`src/rtl/ivq_pkg.sv`:
```
package ivq_pkg;
  localparam int VEC_W     = 32;
  localparam int VALID_BIT = 31;
  localparam int WORD_B    = 4;

  // vector bit positions used by the sources
  localparam int B_ACT_ACK  = 15;
  localparam int B_ACT_FAIL = 14;
  localparam int B_HOST     = 13;
  localparam int B_FRAME    = 12;
  localparam int B_IDLE_CHG = 11;
  localparam int B_SHORT    = 10;
  localparam int B_ERROR    = 9;
  localparam int B_OVF      = 8;
  localparam int B_DIR      = 5;

  typedef enum logic {ST_IDLE = 1'b0, ST_WRITE = 1'b1} wr_state_t;
endpackage

```
`src/rtl/ivq_prio_arb.sv`:
```
module ivq_prio_arb #(
  parameter int N = 4
) (
  input  logic [N-1:0] req,
  output logic [N-1:0] gnt
);
  logic [N:0] seen;
  assign seen[0] = 1'b0;
  for (genvar i = 0; i < N; i++) begin : g_lane
    assign gnt[i]    = req[i] & ~seen[i];
    assign seen[i+1] = seen[i] | req[i];
  end
endmodule

```
`src/rtl/ivq_ring_ptr.sv`:
```
module ivq_ring_ptr #(
  parameter int AW = 32
) (
  input  logic          clk,
  input  logic          rst_n,
  input  logic          def_valid,
  input  logic [AW-1:0] def_base,
  input  logic [AW-1:0] def_len,
  input  logic          step,
  output logic [AW-1:0] base_o,
  output logic [AW-1:0] cur_o
);
  import ivq_pkg::*;

  logic [AW-1:0] base_q, len_q, cur_q;
  logic [AW-1:0] base_d, len_d, cur_d;
  logic [AW:0]   inc_sum, limit;
  logic          en;

  always_comb begin
    inc_sum = {1'b0, cur_q} + (AW+1)'(WORD_B);
    limit   = {1'b0, base_q} + {1'b0, len_q};
    base_d  = base_q;
    len_d   = len_q;
    cur_d   = cur_q;
    en      = 1'b0;
    if (def_valid) begin
      base_d = def_base;
      len_d  = def_len;
      cur_d  = def_base;
      en     = 1'b1;
    end else if (step) begin
      cur_d  = (inc_sum >= limit) ? base_q : inc_sum[AW-1:0];
      en     = 1'b1;
    end
  end

  always_ff @(posedge clk or negedge rst_n) begin
    if (!rst_n) begin
      base_q <= '0;
      len_q  <= '0;
      cur_q  <= '0;
    end else if (en) begin
      base_q <= base_d;
      len_q  <= len_d;
      cur_q  <= cur_d;
    end
  end

  assign base_o = base_q;
  assign cur_o  = cur_q;
endmodule

```
`src/rtl/ivq_write_eng.sv`:
```
module ivq_write_eng #(
  parameter int N  = 4,
  parameter int AW = 32
) (
  input  logic          clk,
  input  logic          rst_n,
  input  logic [N-1:0]  gnt,
  input  logic [31:0]   sel_vec,
  input  logic          no_queue,
  input  logic [AW-1:0] slot_addr,
  input  logic          wr_ready,
  output logic [N-1:0]  accept,
  output logic          dropped,
  output logic          reserve,
  output logic          wr_valid,
  output logic [AW-1:0] wr_addr,
  output logic [31:0]   wr_data,
  output logic          irq
);
  import ivq_pkg::*;

  wr_state_t     state_q, state_d;
  logic [AW-1:0] addr_q;
  logic [31:0]   data_q;
  logic          irq_q, irq_d;
  logic          idle, any, hshake;

  always_comb begin
    idle    = (state_q == ST_IDLE);
    any     = |gnt;
    accept  = idle ? gnt : '0;
    dropped = idle & any & no_queue;
    reserve = idle & any & ~no_queue;
    hshake  = ~idle & wr_ready;
    irq_d   = hshake;
    state_d = state_q;
    if (reserve)     state_d = ST_WRITE;
    else if (hshake) state_d = ST_IDLE;
  end

  always_ff @(posedge clk or negedge rst_n) begin
    if (!rst_n) begin
      state_q <= ST_IDLE;
      irq_q   <= 1'b0;
    end else begin
      state_q <= state_d;
      irq_q   <= irq_d;
    end
  end

  always_ff @(posedge clk or negedge rst_n) begin
    if (!rst_n) begin
      addr_q <= '0;
      data_q <= '0;
    end else if (reserve) begin
      addr_q <= slot_addr;
      data_q <= sel_vec | (32'd1 << VALID_BIT);
    end
  end

  assign wr_valid = ~idle;
  assign wr_addr  = addr_q;
  assign wr_data  = data_q;
  assign irq      = irq_q;
endmodule

```
`src/rtl/ivq_writer.sv`:
```
module ivq_writer #(
  parameter int NSRC = 4,
  parameter int AW   = 32
) (
  input  logic              clk,
  input  logic              rst_n,
  input  logic              qdef_valid,
  input  logic [AW-1:0]     qdef_base,
  input  logic [AW-1:0]     qdef_len,
  input  logic [NSRC-1:0]   post_req,
  input  logic [32*NSRC-1:0] post_vec,
  output logic [NSRC-1:0]   post_accept,
  output logic              post_dropped,
  output logic              mem_wr_valid,
  output logic [AW-1:0]     mem_wr_addr,
  output logic [31:0]       mem_wr_data,
  input  logic              mem_wr_ready,
  output logic              host_irq
);
  logic [NSRC-1:0] gnt;
  logic [31:0]     sel_vec;
  logic [AW-1:0]   base_w, cur_w;
  logic            reserve;

  ivq_prio_arb #(.N(NSRC)) u_arb (.req(post_req), .gnt(gnt));

  always_comb begin
    sel_vec = '0;
    for (int i = 0; i < NSRC; i++)
      if (gnt[i]) sel_vec = sel_vec | post_vec[32*i +: 32];
  end

  ivq_ring_ptr #(.AW(AW)) u_ptr (
    .clk(clk), .rst_n(rst_n),
    .def_valid(qdef_valid), .def_base(qdef_base), .def_len(qdef_len),
    .step(reserve), .base_o(base_w), .cur_o(cur_w)
  );

  ivq_write_eng #(.N(NSRC), .AW(AW)) u_eng (
    .clk(clk), .rst_n(rst_n),
    .gnt(gnt), .sel_vec(sel_vec), .no_queue(base_w == '0),
    .slot_addr(cur_w), .wr_ready(mem_wr_ready),
    .accept(post_accept), .dropped(post_dropped), .reserve(reserve),
    .wr_valid(mem_wr_valid), .wr_addr(mem_wr_addr), .wr_data(mem_wr_data),
    .irq(host_irq)
  );
endmodule

```
`config.mk`:
```
export PLATFORM = sky130hd
export DESIGN_NAME = ivq_writer
export DESIGN_NICKNAME = d
export VERILOG_FILES = /design/src/rtl/ivq_pkg.sv /design/src/rtl/ivq_prio_arb.sv /design/src/rtl/ivq_ring_ptr.sv /design/src/rtl/ivq_write_eng.sv /design/src/rtl/ivq_writer.sv
export SDC_FILE = /design/constraint.sdc
export NUM_CORES = 1
export LEC_CHECK = 0
export BUFFER_PORTS_ARGS = -buffer_cell sky130_fd_sc_hd__buf_4
export CORE_MARGIN = 2
export CORE_UTILIZATION = 55
export CTS_BUF_LIST = sky130_fd_sc_hd__clkbuf_4 sky130_fd_sc_hd__clkbuf_8
export CTS_CLUSTER_DIAMETER = 30
export DETAILED_ROUTE_END_ITERATION = 12
export GPL_TIMING_DRIVEN = 0
export PLACE_DENSITY = 0.8
export SYNTH_ARGS = -nofsm -noshare
export SYNTH_HDL_FRONTEND = slang
export SYNTH_HIERARCHICAL = 1
export SYNTH_SLANG_ARGS = --single-unit
export TNS_END_PERCENT = 20
```
`constraint.sdc`:
```
create_clock -name clk -period 5.25 [get_ports clk]
set_clock_uncertainty 0.05 [all_clocks]
set_input_delay 0.7875 -clock clk [delete_from_list [all_inputs] [get_ports clk]]
set_output_delay 0.7875 -clock clk [all_outputs]
set_load 0.05 [all_outputs]
```
* Word-level counts from Yosys, hierarchy flattened *
Index checks and enable logic that the tools add are counted.
Widths: inputs -> output; s select.

operators by class
  order comparisons = 1
  mux-type cells = 12
  reductions and logical operators = 6
  bitwise operators = 17
  add/subtract/negate cells = 2

operators by type and width
  operator               number
  $mux 31                4
  $mux 32                3
  $or 31x31->31          3
  $add 32x3->33 const B  1
  $add 32x32->33         1
  $ge 33x33->1           1
  $logic_not 32->1       1
  $and 1x1->1            7
  $not 1->1              5
  $mux 1                 4
  $mux 4                 1
  $reduce_and 2->1       2
  $reduce_bool 2->1      2
  $reduce_or 4->1        1
  $or 1x1->1             2

word-level totals
  logic and storage cells = 45
  bits of input ports = 200
  output and inout port bits = 71
  flip-flop bits (word level) = 162

* Logic depth before layout (Yosys ltp) *
  depth after elaboration = 10
  depth in mapped cells = 21
  depth with buffers taken out = 19

* By module *
Netlist, hierarchy kept.

modules (own cells, without submodules)
  module         seq. area each (sq um)  cells an instance  area each (sq um)  instances
  ivq_ring_ptr   2402.3                  701                6965.4             1
  ivq_write_eng  1651.6                  148                2653.8             1
  ivq_writer     0.0                     119                733.2              1
  ivq_prio_arb   0.0                     4                  36.3               1

* Worst setup path before layout *
Ideal clock, no wire load.

  path kind = register -> register
  from = register u_ptr.base_q[0], in the netlist u_ptr/base_o[0]
  to = register u_ptr.cur_q[18], in the netlist u_ptr/cur_o[18]
  clock period less this slack = 4.852 ns
  data arrival time = 4.670 ns
  library setup time = 0.132 ns
  cell stages (with the launch flop) = 22
  data required time = 5.068 ns
  slack = 0.398 ns
  path buffers = 2
  cells stage by stage = dfrtp_1 -> ha_1 -> fa_1 -> a211oi_1 -> o211ai_1 -> a221oi_2 -> nor3_1 -> o211ai_1 -> a21boi_1 -> or2_1 -> o311ai_0 -> ha_1 -> a21o_1 -> a21o_1 -> a21oi_1 -> o311ai_2 -> o211ai_2 -> and2_4 -> buf_6 -> buf_6 -> mux2i_1 -> o21ai_1

on the way
  word-level cells in the longest chain between the ends = 6
  elaborated cells between the ends (all ways) = 12
  those cells by class = add/sub (1); order compare (1); mux (5); bitwise (2); reduce/logical (3)

RTL lines
  what                                                                    line                source
  start: declaration                                                      ivq_ring_ptr.sv:15  logic [AW-1:0] base_q, len_q, cur_q;
  start signal: assignment                                                ivq_ring_ptr.sv:44  base_q <= base_d;
  parallel branches: the longest is 6 deep, another holds $add 32x32->33  -
  end signal: assignment                                                  ivq_ring_ptr.sv:46  cur_q <= cur_d;
  end: declaration                                                        ivq_ring_ptr.sv:15

Several ways; the timed one is not identified. The select of a mux whose other input is x is not followed.
A chain may end at the register's enable or synchronous reset.

* Worst setup path after layout *
  from = register u_ptr.len_q[0]
  to = register u_ptr.cur_q[8], in the netlist u_ptr/cur_o[8]

on the way
  word-level cells in the longest chain between the ends = 5

RTL lines
  what                      line                source
  start: declaration        ivq_ring_ptr.sv:15
  start signal: assignment  ivq_ring_ptr.sv:45  len_q <= len_d;
  $add 32x32->33            ivq_ring_ptr.sv:22  limit = {1'b0, base_q} + {1'b0, len_q};
  $ge 33x33->1              ivq_ring_ptr.sv:33  cur_d = (inc_sum >= limit) ? base_q : inc_sum[AW-1:0];
  $mux 32                   ivq_ring_ptr.sv:33
  $mux 32                   ivq_ring_ptr.sv:32  end else if (step) begin
  $mux 32                   ivq_ring_ptr.sv:27  if (def_valid) begin

No other way between the ends. The select of a mux whose other input is x is not followed.

==> metrics.md <==
| Metric | Value |
|---|---|
| Routability cong. | 0.996 |
| Met2 usage | 0.489 |
| Most crowded layer after global routing | met2 |
| Gate power share | 0.536 |
| Die Wd | 141 um |
| Global routing usage on met1 | 0.458 |
| Max VDD drop | 275 uV |
| P_sw | 0.00272 W |
| Critical path endpoint category | register |
| CTS sink count | 162 |
| GR Util met3 | 0.0668 |
| CP max stage cell | or4_4 |
| Total congestion overflow | 0 |
| Crit-path leading delay family | compound AO/OA/AOI/OAI gates |
| Initial Util | 0.558 |
| Dpl ws | -0.558 ns |
| First-pass GRT wire length | 49700 um |
| Pint | 0.00336 W |
| Die area | 0.0200 mm2 |
| PortBufs | 266 |
| Min Tclk post-route | 5.11 ns |
| Number of cells on the critical path | 21 |
| H-Tree Depth | 4 |
| Status | complete, no violations |
| Worst EP arrival | 5.38 ns |
| Slew HR | 0.404 |
| PwrDens | 456 mW/mm2 |
| Crit path largest cell delay | 0.52 ns |
| Required time of the critical path | 5.52 ns |
| Fill cells | 1406 |
| Crit share post-route | 0.973 |
| Max-slew violations | 0 |
| Clk Latency, worst-skew pair | 0.49 ns |
| Share of layout cells above drive strength 1 | 0.386 |
| Syn nets | 1236 |
| DRT Pass-1 Iters | 5 |
| Row cnt | 50 |
| Synth Instances | 969 |
| FF-to-FF path depth | 21 |
| Kind of critical path | register to register |
| Number of diodes | 0 |
| Bufs and invs on worst path | 2 |
| Hold Vio Cnt, Final | 0 |
| Cell mode on critical path | a21oi_2 |
| Number of global-route vias before repair | 9008 |
| # DRC | 0 |
| Routed Wire Length | 32000 um |
| Placed inst area | 0.0127 mm2 |
| Worst-path clk slew | 0.10 ns |
| Initial antenna violation count | 1 |
| Worst setup SP type | register |
| Final setup TNS | 0 ns |
| CTS tree | built |
| RSZ-0062 raised after global routing | true |
| Hpwl dp | 24200 um |
| Vias/cell | 6.19 |
| Sw Ratio | 0.447 |
| Top-level I/O count | 271 |
| Total leakage power | 6.42 nW |
| CP max FO | 9 |
| Cell Chain, Critical Path | ha_2, fa_2, a211oi_4, o211ai_1, a221oi_2, buf_4, o21ai_1, a21oi_2, o21bai_1, a21oi_2, xor2_1, ha_1, nand4_1, or4_4, or2_1, o311ai_2, o211ai_2, and2_4, buf_12, a21oi_2, o221ai_1 |
| Root buffer cell | clkbuf_8 |
| Initial DRC Count | 924 |
| Final #Nets | 1535 |
| Clock share of power | 0.157 |
| Post-synthesis average cell area | 10.7 um2 |
| Final Cell Area | 0.0133 mm2 |
| Average wire per standard cell | 21.1 um |
| Flop pwr share | 0.306 |
| Via count | 9372 |
| Synth Warn # | 6 |
| Final setup fails | 0 |
| Achievable Freq | 196 MHz |
| Hold Crit Class | primary input to asynchronous set/reset pin |
| Routed Antenna Nets | 0 |
| Synth-to-Final Area Change | 28.5% |
| Setup ws final | 0.141 ns |
| Syn Std Cell Area | 0.0104 mm2 |
| Core ar. | 0.0186 mm2 |
| Gr usage total | 0.321 |
| CTS max path bufs | 2 |
| CTS Buf Count | 17 |
| Final core area utilization | 0.717 |
| Largest net degree at the start of global routing | 94 |
| Die Ht | 141 um |
| Worst-Margin Slew | 0.886 ns |
| Max-cap violations | 0 |
-- cell usage in the layout (no fill, tap or decap), types with 19 or more instances in the layout --
master and instances:
nand2_1 64, xor2_1 24, mux2_4 37, nor2_1 28, nand3_1 20, dfrtp_1 161
a22oi_1 85, buf_4 277, o21ai_0 30, o21ai_1 21, mux2_2 86, a21o_1 25
a21oi_1 38, mux2i_1 19, ha_1 64, xnor2_1 30
-- metrics by stage --
step	hold slack (ns)	cells	total power [W]
global placement	0.407	1469	0.00489
floorplan	0.426	969	0.00400
finish	0.270	1515	0.00608
detailed placement	0.411	1470	0.00496
global route	0.308	1515	0.00638
CTS	0.286	1508	0.00595
-- worst paths after layout --
path,start,to,slack [ns]
worst min register to register,u_eng/wr_data[31],u_eng/wr_data[31],0.45
worst min-delay path,rst_n,u_eng/wr_addr[9],0.27
min in group clk,mem_wr_ready,u_eng/wr_valid,0.42
worst max-delay path,u_ptr/len_q[0],u_ptr/cur_o[8],0.14
worst max register to register,u_ptr/len_q[0],u_ptr/cur_o[8],0.14
max in group asynchronous,rst_n,u_ptr/len_q[28],4.07
-- worst register-to-register path: cells and delay by family (launching register included) --
kind	cells	cell delay (ns)
buf+inv	2	0.34
flops	1	0.41
fa+ha+maj	3	0.93
simple gates	4	1.18
compound gates	11	1.95
xor+xnor	1	0.10
-- layout make-up --
cell class              count  area [um2]  share of cell area
clock buffers              17         234              0.0176
inverters                  19        71.3             0.00535
multi-input cells         739        6030               0.453
well taps                 234         293              0.0220
flip-flops and latches    162        4060               0.304
repair buffers            281        2180               0.163
clock inverters            15         170              0.0128
plain buffers              48         294              0.0221
-- state kept, by name (all words and copies together), names as in the netlist --
| register | flops |
|---|---|
| u_eng/wr_data | 32 |
| u_eng/wr_valid | 1 |
| u_ptr/base_o | 32 |
| u_ptr/len_q | 32 |
| u_eng/irq | 1 |
| u_ptr/cur_o | 32 |
| u_eng/wr_addr | 32 |
-- per-layer routing --
layer  vias to the layer above  wire [um]
met1                      4560      13900
met5                         -         13
met4                         2        900
met3                        78       2640
li1                       4253          -
met2                       479      14500
-- timing repair --
action | in CTS | in global routing
setup endpoints to repair | 32 | 32
pin swaps | 6 | 18
setup buffers | 6 | 6
hold buffers | 0 | 0
gates cloned | 0 | 2
gates resized for setup | 7 | 26
-- power by group through the flow --
stage | Sequential, W | Clock [W] | Combinational, W
after detailed placement | 0.00188 | 0 | 0.00308
after CTS | 0.00186 | 0.000967 | 0.00313
after global placement | 0.00187 | 0 | 0.00302
after floorplan | 0.00258 | 0 | 0.00142
final | 0.00186 | 0.000957 | 0.00326
after global routing | 0.00191 | 0.00104 | 0.00344
(Power assumes the default switching activity.)
